$ cat src/rtl/brf_pkg.sv
package brf_pkg;
    localparam int OFS_W     = 7;
    localparam int BANK_W    = 2;
    localparam int NBANK     = 4;
    localparam int BANK_SPAN = 128;
    localparam int DATA_W    = 8;
    localparam int RP0_BIT   = 5;
    localparam int RP1_BIT   = 6;

    typedef enum logic [1:0] {
        K_NONE = 2'd0,
        K_STAT = 2'd1,
        K_SFR  = 2'd2,
        K_RAM  = 2'd3
    } kind_e;

    typedef struct packed {
        logic [DATA_W-1:0] status;
    } state_t;

    // sum of the first n entries of a per-bank table
    function automatic int sum_first(input int a [NBANK], input int n);
        int s;
        s = 0;
        for (int i = 0; i < NBANK; i++) begin
            if (i < n) s += a[i];
        end
        return s;
    endfunction
endpackage

$ cat src/rtl/brf_bank_map.sv
module brf_bank_map
    import brf_pkg::*;
#(
    parameter int CORE_N          = 4,
    parameter int STAT_OFS        = 3,
    parameter int SFR_END [NBANK] = '{32, 32, 16, 16},
    parameter int PER_CNT [NBANK] = '{10, 8, 6, 0},
    parameter int SFR_IW          = 5,
    parameter int RAM_AW          = 9
) (
    input  logic [BANK_W-1:0] bank,
    input  logic [OFS_W-1:0]  ofs,
    output kind_e             kind,
    output logic [SFR_IW-1:0] sfr_idx,
    output logic [RAM_AW-1:0] ram_idx
);
    typedef struct packed {
        kind_e             kind;
        logic [SFR_IW-1:0] si;
        logic [RAM_AW-1:0] ri;
    } dec_t;

    // decode one offset against one bank's layout
    function automatic dec_t decode_at(input int o, input int pb, input int rb,
                                       input int se, input int pc);
        dec_t r;
        r.kind = K_NONE;
        r.si   = '0;
        r.ri   = '0;
        if (o < CORE_N) begin
            r.si   = SFR_IW'(o);
            r.kind = (o == STAT_OFS) ? K_STAT : K_SFR;
        end else if (o < CORE_N + pc) begin
            r.kind = K_SFR;
            r.si   = SFR_IW'(o + pb);
        end else if (o >= se) begin
            r.kind = K_RAM;
            r.ri   = RAM_AW'(o - se + rb);
        end
        return r;
    endfunction

    dec_t dec [NBANK];
    dec_t hit;

    for (genvar g = 0; g < NBANK; g++) begin : g_bank
        localparam int PB = sum_first(PER_CNT, g);
        localparam int RB = g * BANK_SPAN - sum_first(SFR_END, g);
        localparam int SE = SFR_END[g];
        localparam int PC = PER_CNT[g];
        assign dec[g] = decode_at(int'(ofs), PB, RB, SE, PC);
    end

    assign hit     = dec[bank];
    assign kind    = hit.kind;
    assign sfr_idx = hit.si;
    assign ram_idx = hit.ri;
endmodule

$ cat src/rtl/brf_rd_mux.sv
module brf_rd_mux
    import brf_pkg::*;
#(
    parameter int NSFR   = 28,
    parameter int SFR_IW = 5
) (
    input  kind_e                   kind,
    input  logic [SFR_IW-1:0]       sfr_idx,
    input  logic [DATA_W-1:0]       status,
    input  logic [DATA_W-1:0]       ram_rdata,
    input  logic [NSFR*DATA_W-1:0]  sfr_rdata,
    output logic [DATA_W-1:0]       rdata
);
    logic [DATA_W-1:0] slot [NSFR];

    for (genvar i = 0; i < NSFR; i++) begin : g_slot
        assign slot[i] = sfr_rdata[i*DATA_W +: DATA_W];
    end

    always_comb begin
        rdata = '0;
        case (kind)
            K_RAM:  rdata = ram_rdata;
            K_STAT: rdata = status;
            K_SFR:  if (int'(sfr_idx) < NSFR) rdata = slot[sfr_idx];
            default: rdata = '0;
        endcase
    end
endmodule

$ cat src/rtl/brf_decoder.sv
module brf_decoder
    import brf_pkg::*;
#(
    parameter int CORE_N          = 4,
    parameter int STAT_OFS        = 3,
    parameter int SFR_END [NBANK] = '{32, 32, 16, 16},
    parameter int PER_CNT [NBANK] = '{10, 8, 6, 0},
    localparam int NSFR      = CORE_N + sum_first(PER_CNT, NBANK),
    localparam int RAM_TOTAL = NBANK * BANK_SPAN - sum_first(SFR_END, NBANK),
    localparam int SFR_IW    = $clog2(NSFR),
    localparam int RAM_AW    = $clog2(RAM_TOTAL)
) (
    input  logic                     clk,
    input  logic                     rst_n,
    input  logic [OFS_W-1:0]         acc_ofs,
    input  logic                     acc_we,
    input  logic [DATA_W-1:0]        acc_wdata,
    output logic [DATA_W-1:0]        acc_rdata,
    output logic [BANK_W-1:0]        bank,
    output logic                     ram_en,
    output logic                     ram_we,
    output logic [RAM_AW-1:0]        ram_idx,
    input  logic [DATA_W-1:0]        ram_rdata,
    output logic [NSFR-1:0]          sfr_sel,
    output logic                     sfr_we,
    input  logic [NSFR*DATA_W-1:0]   sfr_rdata
);
    state_t            st_d, st_q;
    kind_e             kind;
    logic [SFR_IW-1:0] sfr_idx;

    // bank bits come straight from the held status register
    assign bank = {st_q.status[RP1_BIT], st_q.status[RP0_BIT]};

    brf_bank_map #(
        .CORE_N  (CORE_N),
        .STAT_OFS(STAT_OFS),
        .SFR_END (SFR_END),
        .PER_CNT (PER_CNT),
        .SFR_IW  (SFR_IW),
        .RAM_AW  (RAM_AW)
    ) u_map (
        .bank   (bank),
        .ofs    (acc_ofs),
        .kind   (kind),
        .sfr_idx(sfr_idx),
        .ram_idx(ram_idx)
    );

    brf_rd_mux #(
        .NSFR  (NSFR),
        .SFR_IW(SFR_IW)
    ) u_mux (
        .kind     (kind),
        .sfr_idx  (sfr_idx),
        .status   (st_q.status),
        .ram_rdata(ram_rdata),
        .sfr_rdata(sfr_rdata),
        .rdata    (acc_rdata)
    );

    // RAM strobes
    assign ram_en = (kind == K_RAM);
    assign ram_we = acc_we && ram_en;

    // one-hot special register select
    for (genvar i = 0; i < NSFR; i++) begin : g_sel
        assign sfr_sel[i] = (kind == K_SFR) && (sfr_idx == SFR_IW'(i));
    end
    assign sfr_we = acc_we && (kind == K_SFR);

    // status register next value
    always_comb begin
        st_d = st_q;
        if (acc_we && kind == K_STAT) st_d.status = acc_wdata;
    end

    // reset clears status
    always_ff @(posedge clk or negedge rst_n) begin
        if (!rst_n) st_q <= '0;
        else        st_q <= st_d;
    end

    a_r8_sel_onehot: assert property (@(posedge clk) disable iff (!rst_n)
        $onehot0(sfr_sel));
    a_r8_ram_we_gated: assert property (@(posedge clk) disable iff (!rst_n)
        ram_we |-> ram_en);
    a_r8_sfr_we_gated: assert property (@(posedge clk) disable iff (!rst_n)
        sfr_we |-> (sfr_sel != '0));
    a_r2_status_load: assert property (@(posedge clk) disable iff (!rst_n)
        (acc_we && kind == K_STAT) |=> (st_q.status == $past(acc_wdata)));
    a_r1_bank_steady: assert property (@(posedge clk) disable iff (!rst_n)
        !(acc_we && kind == K_STAT) |=> $stable(bank));
    a_r5_unimpl_quiet: assert property (@(posedge clk) disable iff (!rst_n)
        (kind == K_NONE) |-> (acc_rdata == '0 && !ram_en && sfr_sel == '0));
    a_r6_ram_in_range: assert property (@(posedge clk) disable iff (!rst_n)
        ram_en |-> (int'(ram_idx) < RAM_TOTAL));
    a_r3_core_mirror: assert property (@(posedge clk) disable iff (!rst_n)
        (int'(acc_ofs) < CORE_N && int'(acc_ofs) != STAT_OFS)
            |-> (int'(sfr_idx) == int'(acc_ofs) && kind == K_SFR));
endmodule

$ cat config.mk
export PLATFORM = sky130hd
export DESIGN_NAME = brf_decoder
export DESIGN_NICKNAME = d
export VERILOG_FILES = /design/src/rtl/brf_pkg.sv /design/src/rtl/brf_bank_map.sv /design/src/rtl/brf_rd_mux.sv /design/src/rtl/brf_decoder.sv
export SDC_FILE = /design/constraint.sdc
export NUM_CORES = 1
export LEC_CHECK = 0
export BUFFER_PORTS_ARGS = -buffer_cell sky130_fd_sc_hd__buf_2
export CORE_AREA = 2 2 116 118
export CTS_BUF_LIST = sky130_fd_sc_hd__clkbuf_4 sky130_fd_sc_hd__clkbuf_8
export DETAILED_ROUTE_END_ITERATION = 10
export DIE_AREA = 0 0 118 120
export PLACE_DENSITY = 0.69
export SETUP_SLACK_MARGIN = 0.5
export SLEW_MARGIN = 15
export SYNTH_ARGS = -nofsm -noshare
export SYNTH_HDL_FRONTEND = slang
export SYNTH_HIERARCHICAL = 1
export SYNTH_SLANG_ARGS = --single-unit
$ cat constraint.sdc
create_clock -name clk -period 6.95 [get_ports clk]
set_clock_uncertainty 0.05 [all_clocks]
set_input_delay 1.39 -clock clk [delete_from_list [all_inputs] [get_ports clk]]
set_output_delay 1.39 -clock clk [all_outputs]
set_load 0.01 [all_outputs]
==> flow_metrics.tcl <==
set metrics [dict create \
    vias 4520 \
    path_cells "buf_2 > clkinvlp_4 > ha_4 > a21bo_2 > a31oi_2 > a21oi_1 > mux2i_1 > and2_4 > buf_4 > mux4_2 > o2bb2ai_1 > or3_1 > a32o_1 > buf_2" \
    max_stage_delay_ns 0.48 \
    hold_viol 0 \
    drtAntennaViolNets 0 \
    dp_hpwl_um 13700 \
    cp.arrival_ns 4.83 \
    maxSlewViolCount 0 \
    max_freq_mhz 159 \
    clock_latency_ns 0.23 \
    ys.flop_type "dfrtp_1" \
    worst_slew_margin_rel 0.466 \
    antennaDiodeCount 0 \
    synth.avg_cell_area_um2 9.24 \
    grt_pass1_wl_um 24500 \
    layout_common_cells "299 x buf_2, 35 x mux2_2, 34 x mux2i_1, 31 x mux4_2, 20 x nor3_1" \
    cts_tree "yes" \
    drc 0 \
    finalWeightedCongestion 0.925 \
    synth_warnings 6 \
    top_register "st_q" \
    reg_top3 "st_q: 8 flops" \
    drt_first_pass_iters 5 \
    cts-root-buf "clkbuf_8" \
    die_x_um 118 \
    period_share 0.903 \
    grt_pass1_vias 4418 \
    start_util 0.283 \
    finalCriticalPeriod_ns 6.27 \
    critPathMaxFanout 11 \
    ctsHoldBuffers 0 \
    coreArea_mm2 0.0130 \
    synthArstFlopShare 1.00 \
    finalSetupViolCount 0 \
    ir_worst_vdd_v 0.0000760 \
    ys_seq_area_frac 0.0546 \
    rsz0062_at_grt "no" \
    grt_max_degree 41 \
    drive_gt1_frac 0.623 \
    finalWirelength_um 16400 \
    num_rows 42 \
    power.density_mw_per_mm2 253 \
    ys_ff_latch 8 \
    required_ns 5.51 \
    worst_pin_slew_ns 0.801 \
    path_class "in2out" \
    post_drt_wl_per_cell_um 19.3 \
    critPathLaunchType "input port" \
    die_h_um 120 \
    drtIter0Drc 323 \
    largest_reg_flops 8 \
    timing.critical_path.mode_cell "buf_2" \
    area_growth_syn_to_layout_pct 47.2 \
    cpMaxStageDelayCell "mux4_2" \
    yosysUniqueCellTypes 68 \
    numCtsBuffers 3 \
    status "complete, no violations" \
    maxCapViolCount 0 \
    grt_util_all_layers 0.218 \
    nets 942 \
    antenna_found_initial 0 \
    critPathCaptureType "output pin" \
    finalSetupTns_ns 0 \
    place_inst 837 \
    ios 300 \
    syn_nets 664 \
    io_buffers 299 \
    final-instance-count-excl-fill 849 \
    synth_edf_count 0 \
    cts_buffer_depth 2 \
    grt-ovfl-total 0 \
    vias_per_cell 5.32 \
    min_path_type "reg2reg" \
    synthCells 397 \
    final_common_cell "buf_2" \
    leakagePower_uw 0.00257 \
    htreeDepth 1 \
    clock-sinks 8 \
    clk_pin_slew_ns 0.04 \
    dieArea_mm2 0.0142 \
    syn_area_mm2 0.00367 \
]
[critical path: cells and delay by family]
| kind | cells | cell delay (ns) |
|---|---|---|
| and+or+nand+nor | 2 | 0.74 |
| buffers and inverters | 4 | 0.66 |
| adders and majority gates | 1 | 0.28 |
| AOI/OAI and AO/OA | 5 | 1.05 |
| muxes | 2 | 0.71 |
[worst paths after layout]
path	from	to	slack, ns	depth (start not counted)
max in group asynchronous	rst_n	st_q[0]	5.75	1
worst max register to register	st_q[5]	st_q[5]	3.84	8
worst min-delay path	st_q[3]	st_q[3]	0.45	1
worst max-delay path	acc_ofs[5]	acc_rdata[3]	0.68	14
min in group asynchronous	rst_n	st_q[1]	0.94	1
worst min register to register	st_q[3]	st_q[3]	0.45	1
[cell type report]
type                       count  area, um2
fill                        1370       7580
timing repair buffer         318       1690
clock buffer                   3       41.3
sequential                     8        200
inverter                      14       56.3
multi-input combinational    330       3200
tap                          176        220
[synth_stat cells (2+ instances only)]
master	number	area share
a21oi_1	6	0.0082
mux2i_1	34	0.093
and3b_1	2	0.0048
or3_1	8	0.014
a221oi_1	10	0.024
buf_1	6	0.0061
a22oi_1	9	0.018
or2_2	2	0.0034
nand2_1	18	0.018
mux2_2	35	0.11
nand2b_1	5	0.0085
o21ai_1	2	0.0027
or3b_2	2	0.0048
o21a_1	2	0.0041
buf_6	5	0.015
buf_4	5	0.010
o22ai_1	9	0.015
o21ai_0	10	0.014
and3_1	7	0.012
inv_1	14	0.014
a22o_1	3	0.0072
dfrtp_1	8	0.055
nor3_1	20	0.027
a32o_1	8	0.022
nor2b_1	9	0.015
o2bb2ai_1	8	0.019
ha_1	17	0.058
nor3_2	10	0.027
a31oi_1	2	0.0034
nor2_1	8	0.0082
a211o_1	2	0.0048
buf_2	12	0.016
and2_1	3	0.0051
clkbuf_1	15	0.015
mux4_2	31	0.19
nand3b_1	5	0.010
nand3_1	14	0.019
[cell families after synthesis]
group	share of synthesized area
and+or+nand+nor	0.190
muxes	0.398
AOI/OAI and AO/OA	0.207
buffers and inverters	0.0887
adders and majority gates	0.0580
DFF	0.0546
xor gates and xnor gates	0.00478
[metal layers]
metal  wire length, um  vias to the layer above  part of all wire  track usage
li1                  -                     2133                 -            -
met1              7180                     2116              0.44        0.299
met2              7870                      250              0.48        0.373
met3              1030                       21             0.063       0.0219
met4               305                        0             0.019       0.0399
met5                 0                        -                 0            0
[where the power goes]
part	leakage [uW]	total (uW)	internal [uW]	switching, uW
clock network	0.0000216	55.8	37.5	18.3
registers	0.0000953	114	70.1	44.3
logic	0.00245	1200	558	640
total	0.00257	1370	666	702
[per-stage QoR]
step	instance area, um2	util	hold WS, ns	setup slack, ns	total power, uW
after floorplan	3670	-	0.425	1.18	927
after global placement	5240	0.404	0.435	0.468	1270
after detailed placement	5240	0.404	0.443	0.435	1270
after CTS	5280	0.407	0.452	0.535	1330
after global routing	5400	0.416	0.476	0.497	1480
final	5400	0.416	0.450	0.678	1370
[timing repair]
item	CTS	global route
endpoints found under the setup margin	1	8
buffers inserted	0	7
gates resized for setup	2	5
cloned	0	2
pin swaps	0	1
Note: power is estimated with default switching activity, not from simulation.
